==> config.mk <==
export PLATFORM = sky130hd
export DESIGN_NAME = ovl_window_select
export DESIGN_NICKNAME = d
export VERILOG_FILES = /design/src/rtl/ovl_window_select.sv
export SDC_FILE = /design/constraint.sdc
export NUM_CORES = 1
export LEC_CHECK = 0
export ABC_CLOCK_PERIOD_IN_PS = 4350
export CORE_MARGIN = 10
export CORE_UTILIZATION = 50
export DETAILED_ROUTE_END_ITERATION = 8
export PLACE_DENSITY = 0.74
export SLEW_MARGIN = 10
export SYNTH_ARGS = -nofsm -noshare
export SYNTH_HDL_FRONTEND = slang
export SYNTH_SLANG_ARGS = --single-unit
==> constraint.sdc <==
create_clock -name clk -period 4.35 [get_ports clk]
set_input_delay 0.87 -clock clk [delete_from_list [all_inputs] [get_ports clk]]
set_output_delay 0.87 -clock clk [all_outputs]
set_load 0.02 [all_outputs]
==> src/rtl/ovl_window_select.sv <==
module ovl_window_select #(
  parameter int NWIN = 5,
  parameter int CW   = 12,
  parameter int KW   = 32,
  localparam int IW  = (NWIN > 1) ? $clog2(NWIN) : 1
) (
  input  logic            clk,
  input  logic            rst_n,
  input  logic            wr_en,
  input  logic [IW-1:0]   wr_win,
  input  logic [2:0]      wr_reg,
  input  logic [31:0]     wr_data,
  input  logic [CW-1:0]   pix_x,
  input  logic [CW-1:0]   pix_y,
  input  logic [KW-1:0]   pix_color,
  output logic [NWIN-1:0] hit_o,
  output logic            top_valid_o,
  output logic [IW-1:0]   top_idx_o,
  output logic [3:0]      alpha_r_o,
  output logic [3:0]      alpha_g_o,
  output logic [3:0]      alpha_b_o,
  output logic            key_match_o,
  output logic            key_transp_o,
  output logic            key_blend_o
);
  localparam logic [2:0] RG_TL = 3'd0, RG_BR = 3'd1, RG_CTL = 3'd2, RG_ALPHA = 3'd3,
                         RG_KCTL = 3'd4, RG_KMASK = 3'd5, RG_KVAL = 3'd6;

  logic [CW-1:0]   tl_x [NWIN], tl_y [NWIN], br_x [NWIN], br_y [NWIN];
  logic [11:0]     alpha [NWIN];
  logic [2:0]      kctl  [NWIN];
  logic [KW-1:0]   kmask [NWIN], kval [NWIN];
  logic [NWIN-1:0] en;

  wire win_ok  = wr_en && ({1'b0, wr_win} < (IW+1)'(NWIN));
  wire blend_w = wr_win != '0;

  always_ff @(posedge clk or negedge rst_n) begin
    if (!rst_n) begin
      en <= '0;
      for (int w = 0; w < NWIN; w++) begin
        tl_x[w]  <= '0;
        tl_y[w]  <= '0;
        br_x[w]  <= '0;
        br_y[w]  <= '0;
        alpha[w] <= 12'hFFF;
        kctl[w]  <= '0;
        kmask[w] <= '0;
        kval[w]  <= '0;
      end
    end else if (win_ok) begin
      case (wr_reg)
        RG_TL:  begin tl_x[wr_win] <= wr_data[CW-1:0]; tl_y[wr_win] <= wr_data[16+CW-1:16]; end
        RG_BR:  begin br_x[wr_win] <= wr_data[CW-1:0]; br_y[wr_win] <= wr_data[16+CW-1:16]; end
        RG_CTL: en[wr_win] <= wr_data[0];
        RG_ALPHA: if (blend_w) alpha[wr_win] <= wr_data[11:0];
        RG_KCTL:  if (blend_w) kctl[wr_win]  <= wr_data[2:0];
        RG_KMASK: if (blend_w) kmask[wr_win] <= wr_data[KW-1:0];
        RG_KVAL:  if (blend_w) kval[wr_win]  <= wr_data[KW-1:0];
        default: ;
      endcase
    end
  end

  logic [NWIN-1:0] hit_c;
  for (genvar w = 0; w < NWIN; w++) begin : g_hit
    assign hit_c[w] = en[w] && (pix_x >= tl_x[w]) && (pix_x <= br_x[w])
                            && (pix_y >= tl_y[w]) && (pix_y <= br_y[w]);
  end

  logic [IW-1:0] top_c;
  always_comb begin
    top_c = '0;
    for (int w = 0; w < NWIN; w++)
      if (hit_c[w]) top_c = IW'(w);
  end

  wire any_c   = |hit_c;
  wire front_c = any_c && (top_c != '0);
  wire keyed_c = front_c && kctl[top_c][0];
  wire raw_eq  = ((pix_color ^ kval[top_c]) & kmask[top_c]) == '0;
  wire match_c = keyed_c && raw_eq;
  wire trans_c = keyed_c && (kctl[top_c][2] ? !raw_eq : raw_eq);
  wire blend_c = keyed_c && kctl[top_c][1];
  wire [11:0] alpha_c = front_c ? alpha[top_c] : 12'hFFF;

  always_ff @(posedge clk or negedge rst_n) begin
    if (!rst_n) begin
      hit_o        <= '0;
      top_valid_o  <= 1'b0;
      top_idx_o    <= '0;
      {alpha_r_o, alpha_g_o, alpha_b_o} <= 12'hFFF;
      key_match_o  <= 1'b0;
      key_transp_o <= 1'b0;
      key_blend_o  <= 1'b0;
    end else begin
      hit_o        <= hit_c;
      top_valid_o  <= any_c;
      top_idx_o    <= top_c;
      {alpha_r_o, alpha_g_o, alpha_b_o} <= alpha_c;
      key_match_o  <= match_c;
      key_transp_o <= trans_c;
      key_blend_o  <= blend_c;
    end
  end
endmodule


# [After elaboration in Yosys (flattened, before gate mapping)]
# Cells that the tools add are included.
[totals] ff_bits=664 input_bits=97 output_inout_bits=24 wordCells=162
[op_classes] order_cmp=26 n_eq_ne=6 n_mux=35 n_bitwise=4 reduce_logical=41
[ops] op="$bwmux W160" count=2
[ops] op="$bwmux W60" count=5
[ops] op="$bmux W32 S3" count=2
[ops] op="$mux W32" count=5
[ops] op="$ge A12 B12 Y1" count=10
[ops] op="$le A12 B12 Y1" count=10
[ops] op="$demux W32 S3" count=1
[ops] op="$mux W12" count=4
[ops] op="$bmux W12 S3" count=1
[ops] op="$demux W12 S3" count=1
[ops] op="$and A32 B32 Y32" count=1
[ops] op="$logic_not A32 Y1" count=1
[ops] op="$xor A32 B32 Y32" count=1
[ops] op="$logic_and A1 B1 Y1" count=28
[ops] op="$mux W3" count=6
[ops] op="$bwmux W15" count=1
[ops] op="$reduce_and A3 Y1" count=4
[ops] op="$bmux W3 S3" count=1
[ops] op="$demux W3 S3" count=1
[ops] op="$eq A3 B3 Y1 const B" count=3
[ops] op="$ge A4 B4 Y1 const B" count=2
[ops] op="$not A3 Y4" count=2
[ops] op="$eq A3 B2 Y1 const B" count=2
[ops] op="$reduce_and A2 Y1" count=3
[ops] op="other kinds (12)" count=15

# [Longest topological paths before layout]
# Gate-level depths: netlist (run 1).
[depth] word_depth=19 depth_mapped=21

# [Worst setup path after synthesis (run 1)]
# OpenSTA, ideal clock, no wires.
[synth_path] path_kind="input -> register" from="input pix_x[5]" to="register key_transp_o" setup_ns=0.079 arrival_time_ns=4.317 setup_slack_ns=-0.047 cell_stages=17 n_path_buf=1 cell_sequence="ha_1 > a21o_1 > a221o_1 > a22o_1 > o31ai_1 > and3_1 > buf_2 > nand2_2 > inv_2 > mux2_2 > a222oi_1 > nand2_1 > o21ai_0 > o22ai_1 > or4_4 > nor3_2 > mux2i_1"
[synth_via] elab_chain_cells=19
[synth_rtl] item="from (decl)" line="13" source="input logic [CW-1:0] pix_x,"
[synth_rtl] item="$ge A12 B12 Y1" line="67" source="assign hit_c[w] = en[w] && (pix_x >= tl_x[w]) && (pix_x <= br_x[w])"
[synth_rtl] item="$logic_and A1 B1 Y1 (2 in a row)" line="67"
[synth_rtl] item="$logic_and A1 B1 Y1 (2 in a row)" line="68" source="&& (pix_y >= tl_y[w]) && (pix_y <= br_y[w]);"
[synth_rtl] item="$mux W1" line="75" source="if (hit_c[w]) top_c = IW'(w);"
[synth_rtl] item="$mux W3 (3 in a row)" line="75"
[synth_rtl] item="$not A3 Y4 (implied by the code)" line="80, 81, 83"
[synth_rtl] item="$bmux W32 S3" line="81" source="wire raw_eq = ((pix_color ^ kval[top_c]) & kmask[top_c]) == '0;"
[synth_rtl] item="$mux W32 (implied by the code) (2 in a row)" line="81"
[synth_rtl] item="$xor A32 B32 Y32" line="81"
[synth_rtl] item="$and A32 B32 Y32" line="81"
[synth_rtl] item="$logic_not A32 Y1" line="81"
[synth_rtl] item="$logic_not A1 Y1" line="83" source="wire trans_c = keyed_c && (kctl[top_c][2] ? !raw_eq : raw_eq);"
[synth_rtl] item="$mux W1" line="83"
[synth_rtl] item="$logic_and A1 B1 Y1 *" line="83"
[synth_rtl] item="named net trans_c" line="83"
[synth_rtl] item="to (signal assigned)" line="102" source="key_transp_o <= trans_c;"
[synth_rtl] item="to (decl)" line="23" source="output logic key_transp_o,"
# The timed path passes the listed nets; every way through them passes the cells marked *. The select of a mux whose other input is x is not followed.
# A chain may end at the register's enable or synchronous reset.

# [Worst setup path in the final report (run 1)]
# Ends and elaborated chain as after synthesis.

==> results of run 1 <==
==> cell type report <==
class,count,area (µm²)
clock buffers,110,2136
multi-input cells,1768,16160
clock inverters,18,180.2
flip-flops and latches,663,16680
repair buffers,451,4248
fillers,4781,24460
well taps,864,1081
inverters,241,919.6
==> per-stage QoR <==
stage               hold slack [ns]  total power, mW  TNS [ns]
CTS                          0.3580            15.44         0
global route                 0.3601            16.21   -0.1914
global placement             0.3575            9.092    -18.38
floorplan                    0.4228            8.279         0
detailed placement           0.3579            9.254    -18.25
finish                       0.2974            15.58  -0.05564
==> Yosys cell counts, drive strengths merged, types with 14 or more instances <==
| cell type | count | share of area, % |
|---|---|---|
| o211ai | 14 | 0.32 |
| mux2 | 518 | 18 |
| nor3 | 24 | 0.38 |
| ha | 240 | 9.0 |
| dfstp | 72 | 5.7 |
| a211oi | 18 | 0.41 |
| o21ai | 118 | 1.8 |
| nand2 | 199 | 2.3 |
| a31oi | 14 | 0.26 |
| nand4 | 32 | 0.64 |
| dfrtp | 591 | 44 |
| a21oi | 130 | 2.0 |
| nand2b | 18 | 0.34 |
| a221oi | 16 | 0.42 |
| a22oi | 14 | 0.32 |
| nor2 | 85 | 0.96 |
| buf | 81 | 1.2 |
| a21o | 40 | 0.90 |
| inv | 241 | 2.7 |
| nand3 | 43 | 0.65 |
| clkbuf | 161 | 1.8 |
| o22ai | 24 | 0.45 |
| o22a | 15 | 0.39 |
==> cell usage in the layout (no fill, tap or decap), drive strengths merged, types with 24 or more instances in the layout <==
cell / count
a21o: 40
a21oi: 130
buf: 337
clkbuf: 120
clkdlybuf4s50: 95
dfrtp: 591
dfstp: 72
ha: 240
inv: 245
mux2: 518
nand2: 199
nand3: 43
nand4: 32
nor2: 85
nor3: 24
o21ai: 118
o22ai: 24
==> sequential cells by signal (all words and copies together), names as in the netlist, 15 cells and up <==
name	cells
tl_x	60
br_y	60
tl_y	60
alpha	60
br_x	60
kctl	15
kval	160
kmask	160
==> path summary, 6_finish.rpt <==
kind	startpoint	to	slack (ns)
worst max-delay path	pix_x[5]	key_transp_o$_DFF_PN0_	-0.06
worst min-delay path	rst_n	br_x[40]$_DFFE_PN0P_	0.30
worst max register to register	br_x[29]$_DFFE_PN0P_	key_transp_o$_DFF_PN0_	0
worst min register to register	alpha[52]$_DFFE_PN1P_	alpha[52]$_DFFE_PN1P_	0.36
max in group asynchronous	rst_n	kval[29]$_DFFE_PN0P_	2.96
min in group clk	alpha[52]$_DFFE_PN1P_	alpha[52]$_DFFE_PN1P_	0.36
==> repair_timing <==
action,4_1_cts,5_1_grt
buffers inserted,37,40
pin swaps,62,78
gates resized for setup,210,155
setup endpoints to repair,17,13
hold endpoints to repair,0,0
gates cloned,1,3
hold buffers,0,0
==> metal layers <==
metal  track usage [%]  share of wire, %  routed length (µm)  up-vias
met4             10.52               4.9                4852        0
met5                 0                 0                   0        -
met3             4.181               6.7                6689      323
li1                  -                 -                   -    10844
met1             31.14                40               39840    12623
met2             41.61                48               48050     1001
==> power by group through the flow <==
stage	Sequential, mW	Combinational [mW]	Clock (mW)
3_5_place_dp	7.11	2.14	0
6_report	7.03	2.49	6.06
4_1_cts	7.01	2.31	6.12
5_1_grt	7.08	2.72	6.41
3_3_place_gp	7.07	2.02	0
2_1_floorplan	7.03	1.25	0
==> cells by family after synthesis <==
kind of cell	share of synthesized area, %
mux	17.88
buf+inv	5.692
simple gates	6.478
xor+xnor	0.5523
compound gates	10.29
fa+ha+maj	9.017
flops	50.09
==> critical path: cells and delay by family <==
kind / cells / cell delay (ns)
simple gates: 6 / 1.24
compound gates: 6 / 1.10
buf+inv: 6 / 0.94
fa+ha+maj: 1 / 0.31
mux: 1 / 0.20
xor+xnor: 1 / 0.28
==> metrics.txt, run 1 <==
# TYPE chip_impl_metric gauge
chip_impl_info{name="run_status",value="finished with violations"} 1
chip_impl_info{name="failed_checks",value="negative setup slack"} 1
chip_impl_metric{name="drt-initial-drc-count",unit=""} 2046
chip_impl_metric{name="seq_area_frac_synth",unit="%"} 50.09
chip_impl_metric{name="power.static_leakage",unit="nW"} 19.69
chip_impl_metric{name="fin_nets",unit=""} 3533
chip_impl_info{name="timing_worst_setup_path_type",value="input pin to flop"} 1
chip_impl_metric{name="global_route_wire_length_before_repair",unit="µm"} 151400
chip_impl_info{name="critical-path-top-cell-by-count",value="sky130_fd_sc_hd__buf_4"} 1
chip_impl_metric{name="worst_ir_drop_vdd",unit="µV"} 339.3
chip_impl_metric{name="io_buffers",unit=""} 120
chip_impl_metric{name="switching_share",unit="%"} 26.22
chip_impl_metric{name="antenna_violating_nets_post_route",unit=""} 0
chip_impl_metric{name="power_frac_clock",unit="%"} 38.9
chip_impl_info{name="master_of_the_slowest_instance_on_the_critical_path",value="sky130_fd_sc_hd__o211ai_1"} 1
chip_impl_metric{name="post-place-ws",unit="ns"} -1.383
chip_impl_metric{name="grtUsageTotal",unit="%"} 24.75
chip_impl_metric{name="synth_edf_count",unit=""} 0
chip_impl_metric{name="placement.cell_area",unit="µm²"} 36870
chip_impl_metric{name="grt_pass1_vias",unit=""} 26075
chip_impl_metric{name="period_share",unit="%"} 101.3
chip_impl_metric{name="comb_power_share",unit="%"} 16.0
chip_impl_info{name="cts_tree",value="built"} 1
chip_impl_metric{name="setup-violations-final",unit=""} 1
chip_impl_metric{name="synthArstFlopShare",unit="%"} 100.0
chip_impl_metric{name="area_growth",unit="%"} 24.32
chip_impl_metric{name="hpwl",unit="µm"} 64930
chip_impl_metric{name="fp.coreArea",unit="µm²"} 65860
chip_impl_metric{name="first_pass_detailed_route_iteration_total",unit=""} 5
chip_impl_metric{name="critical_path_peak_fanout",unit=""} 5
chip_impl_metric{name="numPlacedInstances",unit=""} 3913
chip_impl_metric{name="r2r.worst_path.cells",unit=""} 18
chip_impl_metric{name="wl",unit="µm"} 99440
chip_impl_metric{name="die-area",unit="µm²"} 77320
chip_impl_metric{name="power_per_cell_area",unit="nW/µm²"} 376.2
chip_impl_info{name="dominantRegCellSynth",value="sky130_fd_sc_hd__dfrtp_1"} 1
chip_impl_metric{name="layout_setup_ws",unit="ns"} -0.05564
chip_impl_info{name="clock_tree.root_cell",value="sky130_fd_sc_hd__clkbuf_16"} 1
chip_impl_metric{name="num_vias",unit=""} 24791
chip_impl_metric{name="ys.warnings.count",unit=""} 0
chip_impl_metric{name="worst_ep_required_time",unit="ns"} 4.90
chip_impl_metric{name="rows",unit=""} 94
chip_impl_metric{name="relSlewSlack",unit="%"} 12.63
chip_impl_metric{name="total_switching_power",unit="mW"} 4.085
chip_impl_metric{name="drc",unit=""} 0
chip_impl_metric{name="initial_core_util",unit="%"} 50.56
chip_impl_metric{name="floorplan.die.height",unit="µm"} 278.1
chip_impl_metric{name="drive_gt1_share",unit="%"} 38.17
chip_impl_metric{name="gpl.final_weighted_congestion",unit=""} 0.9081
chip_impl_metric{name="top_level_ports",unit=""} 121
chip_impl_metric{name="final.min_clock_period",unit="ns"} 4.406
chip_impl_info{name="hold_path_class",value="input pin to asynchronous set/reset pin"} 1
chip_impl_metric{name="upper_clock_frequency_limit",unit="GHz"} 0.2270
chip_impl_metric{name="wire_per_inst",unit="µm"} 24.17
chip_impl_metric{name="pwr-share-seq",unit="%"} 45.1
chip_impl_metric{name="cts_htree_levels",unit=""} 3
chip_impl_metric{name="synthCells",unit=""} 2914
chip_impl_info{name="rsz0062_at_grt",value="yes"} 1
chip_impl_metric{name="power.internal",unit="mW"} 11.49
chip_impl_metric{name="n_antenna_cell",unit=""} 0
chip_impl_metric{name="clkTransAtPathRegs",unit="ns"} 0.06
chip_impl_metric{name="die_width",unit="µm"} 278.1
chip_impl_metric{name="clk-insertion-delay-late",unit="ns"} 0.62
chip_impl_metric{name="post_route_non_filler_standard_cell_count",unit=""} 4115
chip_impl_metric{name="synth-seq-cells",unit=""} 663
chip_impl_info{name="worst_setup_path_end_kind",value="flop"} 1
chip_impl_metric{name="cts.sink_count",unit=""} 663
chip_impl_metric{name="fin_area",unit="µm²"} 41400
chip_impl_info{name="critPathLaunchType",value="input pin"} 1
chip_impl_metric{name="worst_path_largest_cell_delay",unit="ns"} 0.33
chip_impl_metric{name="worstPathArrival",unit="ns"} 4.95
chip_impl_metric{name="grt_antenna_before_repair",unit=""} 3
chip_impl_metric{name="synthesis.area",unit="µm²"} 33300
chip_impl_metric{name="hold_violations",unit=""} 0
chip_impl_metric{name="grt_max_degree",unit=""} 99
chip_impl_metric{name="worst_clock_skew",unit="ns"} 0.02861
chip_impl_metric{name="clock_path_buffers",unit=""} 3
chip_impl_info{name="crit_path_cell_trace",value="buf_2 > buf_4 > buf_4 > ha_1 > nand2_1 > nor3_2 > o31ai_4 > o211ai_1 > and3_4 > buf_6 > buf_8 > nand3_2 > a311oi_2 > a221oi_2 > xor2_1 > o2111ai_4 > nor4_2 > buf_4 > o2111ai_4 > nor3_4 > mux2i_1"} 1
chip_impl_metric{name="worst-slew-pin-transition",unit="ns"} 1.306
chip_impl_metric{name="layout.core_utilization",unit="%"} 62.86
chip_impl_metric{name="timing_max_transition_violations_final",unit=""} 0
chip_impl_metric{name="cts-buffers-inserted",unit=""} 71
chip_impl_metric{name="timing.max_cap.violations",unit=""} 0
chip_impl_metric{name="net_count_after_synthesis",unit=""} 3251
chip_impl_metric{name="synth_cell_type_count",unit=""} 79
chip_impl_metric{name="postSynthAreaPerCell",unit="µm²"} 11.43
chip_impl_metric{name="via_per_inst",unit=""} 6.025
chip_impl_metric{name="global_route.overflow_total",unit=""} 0
Note: power is estimated with default switching activity, not from simulation.
==> run 2: changes to the inputs <==
--- a/config.mk
+++ b/config.mk
@@ -6,10 +6,12 @@
 export NUM_CORES = 1
 export LEC_CHECK = 0
 export ABC_CLOCK_PERIOD_IN_PS = 4350
-export CORE_MARGIN = 10
+export CELL_PAD_IN_SITES_DETAIL_PLACEMENT = 1
+export CELL_PAD_IN_SITES_GLOBAL_PLACEMENT = 1
 export CORE_UTILIZATION = 50
 export DETAILED_ROUTE_END_ITERATION = 8
-export PLACE_DENSITY = 0.74
+export GPL_TIMING_DRIVEN = 0
+export PLACE_DENSITY = 0.87
 export SLEW_MARGIN = 10
 export SYNTH_ARGS = -nofsm -noshare
 export SYNTH_HDL_FRONTEND = slang
==> run 2 against run 1 <==
Flip-flop and latch count stayed put. Register-to-register slack worse by 1.2 ns. Critical path type is now flop to flop. Core utilization is 2.1 points lower. Maximum frequency is 21% lower. Hold slack worse by 0.15 ns. Combinational power is 4% higher. Non-clock buffer count is 37 lower. Largest power group unchanged. Largest cell class unchanged. Worst setup slack worse by 1.2 ns. The flow still finishes with violations (negative setup slack).
==> metrics.txt, run 2 (synthesis gave the netlist of run 1 again) <==
# TYPE chip_impl_metric gauge
chip_impl_metric{name="post_route_non_filler_standard_cell_count",unit=""} 4088
chip_impl_info{name="critical-path-top-cell-by-count",value="sky130_fd_sc_hd__a21o_1"} 1
chip_impl_metric{name="setup-violations-final",unit=""} 14
chip_impl_metric{name="clock_path_buffers",unit=""} 3
chip_impl_metric{name="power.internal",unit="mW"} 11.64
chip_impl_metric{name="via_per_inst",unit=""} 6.889
chip_impl_metric{name="die_width",unit="µm"} 260.1
chip_impl_metric{name="critical_path_peak_fanout",unit=""} 10
chip_impl_metric{name="ff2ff_setup_slack",unit="ns"} -1.22
chip_impl_metric{name="r2r.worst_path.cells",unit=""} 18
chip_impl_info{name="failed_checks",value="negative setup slack"} 1
chip_impl_info{name="mostFrequentLayoutCells",value="sky130_fd_sc_hd__dfrtp_1, sky130_fd_sc_hd__mux2_2, sky130_fd_sc_hd__inv_1"} 1
chip_impl_metric{name="post-place-ws",unit="ns"} -3.707
chip_impl_info{name="reg_top3",value="kmask (160), kval (160)"} 1
chip_impl_info{name="r2r-end",value="key_transp_o$_DFF_PN0_"} 1
chip_impl_metric{name="hpwl",unit="µm"} 80570
chip_impl_metric{name="holdBufCountCts",unit=""} 0
chip_impl_info{name="hold_path_class",value="input pin to asynchronous set/reset pin"} 1
chip_impl_metric{name="power_frac_clock",unit="%"} 41.2
chip_impl_metric{name="total_area_of_multi_input_combinational_cells",unit="µm²"} 15690
chip_impl_metric{name="fp.coreArea",unit="µm²"} 65860
chip_impl_metric{name="antenna_violating_nets_post_route",unit=""} 0
chip_impl_metric{name="final.min_clock_period",unit="ns"} 5.568
chip_impl_info{name="run_status",value="finished with violations"} 1
chip_impl_metric{name="grt_pass1_vias",unit=""} 31398
chip_impl_info{name="worst_setup_path_end_kind",value="flop"} 1
chip_impl_metric{name="wire_per_inst",unit="µm"} 36.03
chip_impl_metric{name="relSlewSlack",unit="%"} 12.25
chip_impl_info{name="clock_tree.root_cell",value="sky130_fd_sc_hd__clkbuf_16"} 1
chip_impl_metric{name="area_growth",unit="%"} 20.11
chip_impl_metric{name="drt-initial-drc-count",unit=""} 3167
chip_impl_info{name="r2r-start",value="tl_x[33]$_DFFE_PN0P_"} 1
chip_impl_metric{name="numPlacedInstances",unit=""} 3894
chip_impl_metric{name="grt_max_degree",unit=""} 117
chip_impl_metric{name="drive_gt1_share",unit="%"} 30.67
chip_impl_metric{name="top_level_ports",unit=""} 121
chip_impl_info{name="crit_path_cell_trace",value="inv_2 > ha_4 > a21o_1 > a21o_1 > a21o_1 > o32ai_4 > or3_4 > buf_6 > buf_6 > nor2_1 > a311oi_2 > mux2i_1 > nand4_1 > o2111ai_4 > nor4_4 > o2111ai_4 > nor3_2 > mux2i_1"} 1
chip_impl_metric{name="total_switching_power",unit="mW"} 4.924
chip_impl_metric{name="clkTransAtPathRegs",unit="ns"} 0.06
chip_impl_info{name="rsz0062_at_grt",value="yes"} 1
chip_impl_metric{name="pwr-share-seq",unit="%"} 43.0
chip_impl_metric{name="ff_latch_area",unit="µm²"} 16680
chip_impl_metric{name="global_route_wire_length_before_repair",unit="µm"} 208500
chip_impl_metric{name="timing_max_transition_violations_final",unit=""} 0
chip_impl_metric{name="floorplan.die.height",unit="µm"} 260.1
chip_impl_metric{name="cts.sink_count",unit=""} 663
chip_impl_metric{name="hold_violations",unit=""} 0
chip_impl_metric{name="num_vias",unit=""} 28161
chip_impl_metric{name="switching_share",unit="%"} 29.72
chip_impl_metric{name="layout_setup_ws",unit="ns"} -1.218
chip_impl_info{name="critPathLaunchType",value="flop"} 1
chip_impl_metric{name="period_share",unit="%"} 128.0
chip_impl_metric{name="worst-slew-pin-transition",unit="ns"} 1.316
chip_impl_metric{name="gpl.final_weighted_congestion",unit=""} 0.8982
chip_impl_metric{name="cts-buffers-inserted",unit=""} 73
chip_impl_metric{name="fin_nets",unit=""} 3498
chip_impl_metric{name="die-area",unit="µm²"} 67640
chip_impl_metric{name="n_fill_cell",unit=""} 6561
chip_impl_metric{name="global_route.overflow_total",unit=""} 0
chip_impl_metric{name="clk-insertion-delay-late",unit="ns"} 0.68
chip_impl_metric{name="grtUsageTotal",unit="%"} 42.67
chip_impl_metric{name="initial_core_util",unit="%"} 50.56
chip_impl_info{name="master_of_the_slowest_instance_on_the_critical_path",value="sky130_fd_sc_hd__o32ai_4"} 1
chip_impl_metric{name="drc",unit=""} 0
chip_impl_metric{name="power.static_leakage",unit="nW"} 18.80
chip_impl_metric{name="worstPathArrival",unit="ns"} 6.11
chip_impl_metric{name="worst_clock_skew",unit="ns"} 0.03656
chip_impl_info{name="cts_tree",value="built"} 1
chip_impl_metric{name="worst_ir_drop_vdd",unit="µV"} 444.0
chip_impl_metric{name="fin_area",unit="µm²"} 40000
chip_impl_metric{name="placement.cell_area",unit="µm²"} 35670
chip_impl_metric{name="worst_path_largest_cell_delay",unit="ns"} 0.61
chip_impl_metric{name="power_per_cell_area",unit="nW/µm²"} 414.2
chip_impl_info{name="layout_commonest_cell",value="sky130_fd_sc_hd__dfrtp_1"} 1
chip_impl_metric{name="io_buffers",unit=""} 109
chip_impl_metric{name="upper_clock_frequency_limit",unit="GHz"} 0.1796
chip_impl_metric{name="grt_antenna_before_repair",unit=""} 16
chip_impl_metric{name="rows",unit=""} 94
chip_impl_metric{name="first_pass_detailed_route_iteration_total",unit=""} 6
chip_impl_metric{name="cts_htree_levels",unit=""} 3
chip_impl_metric{name="tns",unit="ns"} -2.894
chip_impl_metric{name="worst_ep_required_time",unit="ns"} 4.89
chip_impl_info{name="timing_worst_setup_path_type",value="flop to flop"} 1
chip_impl_metric{name="comb_power_share",unit="%"} 15.7
chip_impl_metric{name="timing.max_cap.violations",unit=""} 0
chip_impl_metric{name="wl",unit="µm"} 147300
-- run 2: how the worst max path moves through the flow --
stage               cells after the start                      to                 start
finish                                 18  key_transp_o$_DFF_PN0_  tl_x[33]$_DFFE_PN0P_
global route                           18  key_transp_o$_DFF_PN0_  tl_x[33]$_DFFE_PN0P_
CTS                                    19  key_transp_o$_DFF_PN0_              pix_x[0]
detailed placement                     16  key_transp_o$_DFF_PN0_              pix_x[5]
global placement                        1   kval[124]$_DFFE_PN0P_                 rst_n
floorplan                              17  key_transp_o$_DFF_PN0_              pix_x[5]
-- run 2: metal layers --
layer,up-vias,track usage (%),part of all wire [%]
met4,12,36.06,11
met3,1074,14.88,11
met1,14091,46.75,33
li1,10738,-,-
met5,-,0,0.12
met2,2246,66.49,45
-- run 2: final cells by class --
| type | count | share of cell area [%] |
|---|---|---|
| clock inverters | 32 | 1.020 |
| clock buffers | 103 | 5.277 |
| repair buffers | 173 | 4.333 |
| plain buffers | 241 | 3.391 |
| well taps | 864 | 2.703 |
| flip-flops and latches | 663 | 41.71 |
| multi-input cells | 1768 | 39.23 |
| diodes | 3 | 0.01877 |
| inverters | 241 | 2.318 |
-- run 2: worst max-delay path: cells and delay by family (launching register included) --
kind | cells | cell delay, ns
muxes | 2 | 0.47
buffers and inverters | 3 | 0.52
AOI/OAI and AO/OA | 7 | 2.05
and+or+nand+nor | 5 | 1.78
DFF | 1 | 0.39
adders and majority gates | 1 | 0.19
-- run 2: power by group through the flow --
stage | registers [mW] | clock network [mW] | logic, mW
after global routing | 7.15 | 6.97 | 2.76
after detailed placement | 7.14 | 0 | 2.12
after global placement | 7.10 | 0 | 1.88
final | 7.13 | 6.83 | 2.60
after floorplan | 7.03 | 0 | 1.25
after CTS | 7.06 | 6.64 | 2.38
-- run 2: stage by stage --
step,hold WS [ns],power [mW],utilization (%)
2_1_floorplan,0.4228,8.279,-
4_1_cts,0.1798,16.08,60.36
3_5_place_dp,0.4363,9.253,54.16
5_1_grt,0.1815,16.88,60.72
3_3_place_gp,0.4330,8.983,53.87
6_report,0.1445,16.57,60.73
-- run 2: what timing repair did --
action,in CTS,in global routing
endpoints found under the hold margin,0,0
buffers inserted,45,11
setup endpoints to repair,22,17
pin swaps,50,19
resized for setup,394,44
gates cloned,1,0
==> run 3: changes to the inputs <==
--- a/config.mk
+++ b/config.mk
@@ -8,6 +8,7 @@
 export ABC_CLOCK_PERIOD_IN_PS = 4350
 export CELL_PAD_IN_SITES_DETAIL_PLACEMENT = 1
 export CELL_PAD_IN_SITES_GLOBAL_PLACEMENT = 1
+export CORE_MARGIN = 2
 export CORE_UTILIZATION = 50
 export DETAILED_ROUTE_END_ITERATION = 8
 export GPL_TIMING_DRIVEN = 0
==> run 3 against run 2 <==
The flow still finishes with violations (negative setup slack). Global-route usage down 2.6 points. Cell area increased by 0.83%. Register-to-register slack better by 0.14 ns. Final cell count increased by 0.39%. Flip-flop and latch count is the same. First-iteration DRC count up 6.7%. Critical path depth did not move. Worst setup slack better by 0.14 ns. Count of clock-buffer cells in the layout rose by 2. Largest power group unchanged.
==> metrics.txt, run 3 (synthesis gave the netlist of run 1 again) <==
# TYPE chip_impl_metric gauge
chip_impl_info{name="run_status",value="finished with violations"} 1
chip_impl_info{name="failed_checks",value="negative setup slack"} 1
chip_impl_metric{name="period_share",unit="%"} 124.8
chip_impl_info{name="clock_tree.root_cell",value="sky130_fd_sc_hd__clkbuf_16"} 1
chip_impl_info{name="r2r-end",value="key_transp_o$_DFF_PN0_"} 1
chip_impl_metric{name="clk-insertion-delay-late",unit="ns"} 0.67
chip_impl_metric{name="drt-initial-drc-count",unit=""} 3380
chip_impl_info{name="mostFrequentLayoutCells",value="sky130_fd_sc_hd__dfrtp_1, sky130_fd_sc_hd__mux2_2, sky130_fd_sc_hd__inv_1"} 1
chip_impl_metric{name="top_level_ports",unit=""} 121
chip_impl_metric{name="floorplan.die.height",unit="µm"} 262.1
chip_impl_metric{name="fp.coreArea",unit="µm²"} 65860
chip_impl_info{name="r2r-start",value="br_x[41]$_DFFE_PN0P_"} 1
chip_impl_metric{name="worst_ir_drop_vdd",unit="µV"} 330.5
chip_impl_metric{name="die-area",unit="µm²"} 68680
chip_impl_metric{name="layout_setup_ws",unit="ns"} -1.077
chip_impl_metric{name="io_buffers",unit=""} 109
chip_impl_metric{name="r2r.worst_path.cells",unit=""} 18
chip_impl_metric{name="fin_nets",unit=""} 3512
chip_impl_info{name="critPathLaunchType",value="flop"} 1
chip_impl_metric{name="worst-slew-pin-transition",unit="ns"} 1.295
chip_impl_info{name="worst_setup_path_end_kind",value="flop"} 1
chip_impl_metric{name="hold_violations",unit=""} 0
chip_impl_metric{name="num_vias",unit=""} 28480
chip_impl_info{name="layout_commonest_cell",value="sky130_fd_sc_hd__dfrtp_1"} 1
chip_impl_metric{name="upper_clock_frequency_limit",unit="GHz"} 0.1843
chip_impl_metric{name="relSlewSlack",unit="%"} 13.03
chip_impl_metric{name="drive_gt1_share",unit="%"} 31.75
chip_impl_metric{name="cts_htree_levels",unit=""} 3
chip_impl_metric{name="worstPathArrival",unit="ns"} 5.98
chip_impl_info{name="cts_tree",value="built"} 1
chip_impl_metric{name="wl",unit="µm"} 147300
chip_impl_metric{name="die_width",unit="µm"} 262.1
chip_impl_metric{name="first_pass_detailed_route_iteration_total",unit=""} 6
chip_impl_metric{name="gpl.final_weighted_congestion",unit=""} 0.9212
chip_impl_metric{name="holdBufCountCts",unit=""} 0
chip_impl_metric{name="global_route_wire_length_before_repair",unit="µm"} 200900
chip_impl_metric{name="fin_area",unit="µm²"} 40330
chip_impl_metric{name="drc",unit=""} 0
chip_impl_metric{name="cts-buffers-inserted",unit=""} 74
chip_impl_metric{name="layout.core_utilization",unit="%"} 61.23
chip_impl_metric{name="power.static_leakage",unit="nW"} 18.90
chip_impl_metric{name="placement.cell_area",unit="µm²"} 35670
chip_impl_metric{name="tns",unit="ns"} -5.937
chip_impl_metric{name="post_route_non_filler_standard_cell_count",unit=""} 4104
chip_impl_metric{name="grt_max_degree",unit=""} 119
chip_impl_metric{name="initial_core_util",unit="%"} 50.56
chip_impl_info{name="timing_worst_setup_path_type",value="flop to flop"} 1
chip_impl_metric{name="grt_pass1_vias",unit=""} 30880
chip_impl_metric{name="ff2ff_setup_slack",unit="ns"} -1.08
chip_impl_metric{name="setup-violations-final",unit=""} 15
chip_impl_metric{name="worst_clock_skew",unit="ns"} 0.04840
chip_impl_metric{name="hpwl",unit="µm"} 78760
chip_impl_metric{name="wire_per_inst",unit="µm"} 35.88
chip_impl_metric{name="rows",unit=""} 94
chip_impl_metric{name="via_per_inst",unit=""} 6.940
chip_impl_metric{name="numPlacedInstances",unit=""} 3894
chip_impl_info{name="hold_path_class",value="input pin to asynchronous set/reset pin"} 1
chip_impl_metric{name="timing_max_transition_violations_final",unit=""} 0
chip_impl_metric{name="design_power_total",unit="mW"} 16.64
chip_impl_info{name="rsz0062_at_grt",value="yes"} 1
chip_impl_metric{name="antenna_violating_nets_post_route",unit=""} 0
chip_impl_metric{name="cts.sink_count",unit=""} 663
chip_impl_metric{name="power_per_cell_area",unit="nW/µm²"} 412.5
chip_impl_metric{name="timing.max_cap.violations",unit=""} 0
chip_impl_metric{name="final.min_clock_period",unit="ns"} 5.427
chip_impl_metric{name="grtUsageTotal",unit="%"} 40.12
chip_impl_metric{name="worst_ep_required_time",unit="ns"} 4.91
chip_impl_metric{name="global_route.overflow_total",unit=""} 0
chip_impl_metric{name="critical_path_peak_fanout",unit=""} 10
chip_impl_metric{name="clkTransAtPathRegs",unit="ns"} 0.06
chip_impl_metric{name="clock_path_buffers",unit=""} 3
chip_impl_metric{name="area_growth",unit="%"} 21.10
chip_impl_metric{name="grt_antenna_before_repair",unit=""} 16
chip_impl_info{name="reg_top3",value="kmask (160), kval (160)"} 1
-- run 3: where the power goes --
part | switching [mW] | internal, mW
Clock | 2.96 | 3.90
Sequential | 0.393 | 6.74
Combinational | 1.56 | 1.08
Total | 4.92 | 11.7
-- run 3: critical path: stages (launching register included) --
cell	delay, ns
sky130_fd_sc_hd__dfrtp_1	0.39
sky130_fd_sc_hd__inv_1	0.11
sky130_fd_sc_hd__ha_4	0.21
sky130_fd_sc_hd__a21o_1	0.21
sky130_fd_sc_hd__a221o_1	0.36
sky130_fd_sc_hd__a22o_1	0.27
sky130_fd_sc_hd__o31ai_4	0.18
sky130_fd_sc_hd__buf_6	0.16
sky130_fd_sc_hd__nand3_2	0.17
sky130_fd_sc_hd__buf_4	0.27
sky130_fd_sc_hd__o21ai_0	0.27
sky130_fd_sc_hd__a311oi_2	0.18
sky130_fd_sc_hd__a221oi_2	0.55
sky130_fd_sc_hd__xor2_1	0.34
sky130_fd_sc_hd__o2111ai_4	0.20
sky130_fd_sc_hd__nor4_4	0.57
sky130_fd_sc_hd__o2111ai_4	0.32
sky130_fd_sc_hd__nor3_4	0.31
sky130_fd_sc_hd__mux2i_2	0.26
-- run 3: worst max path at each step --
stage,startpoint,end,slack [ns],cells after the start
after floorplan,pix_x[5],key_transp_o$_DFF_PN0_,0.0002,17
after global placement,rst_n,kval[156]$_DFFE_PN0P_,-26.04,1
after detailed placement,pix_x[5],key_transp_o$_DFF_PN0_,-3.72,16
after CTS,pix_x[0],key_transp_o$_DFF_PN0_,-0.30,19
after global routing,br_x[41]$_DFFE_PN0P_,key_transp_o$_DFF_PN0_,-1.02,18
final,br_x[41]$_DFFE_PN0P_,key_transp_o$_DFF_PN0_,-1.08,18
-- run 3: final cells by class --
cell class	instances	area, µm²
Clock buffer	105	2213
Inverter	241	929.6
Multi-Input combinational cell	1768	15840
Fill cell	6538	25530
Sequential cell	663	16680
Tap cell	864	1081
Timing Repair Buffer	186	1878
Buffer	241	1378
Clock inverter	28	306.5
Antenna cell	8	20.02
-- run 3: repair_timing --
item                       CTS  global route
cloned                       1             0
setup endpoints to repair   22            15
gates resized for setup    385            92
setup buffers               51            17
pin swaps                   52            35
-- run 3: stage by stage --
stage                     hold slack [ns]  worst slack (ns)
after floorplan                    0.4228         0.0001839
after global placement             0.4333            -26.04
after detailed placement           0.4379            -3.724
after CTS                          0.2461           -0.3005
after global routing               0.2322            -1.017
final                              0.1824            -1.077
-- run 3: layer usage --
layer | track usage (%) | vias to the layer above | part of all wire [%]
li1 | - | 10771 | -
met1 | 44.42 | 14404 | 34
met2 | 63.95 | 2217 | 46
met3 | 12.22 | 1076 | 11
met4 | 32.74 | 12 | 9.8
met5 | 0.2778 | - | 0.054
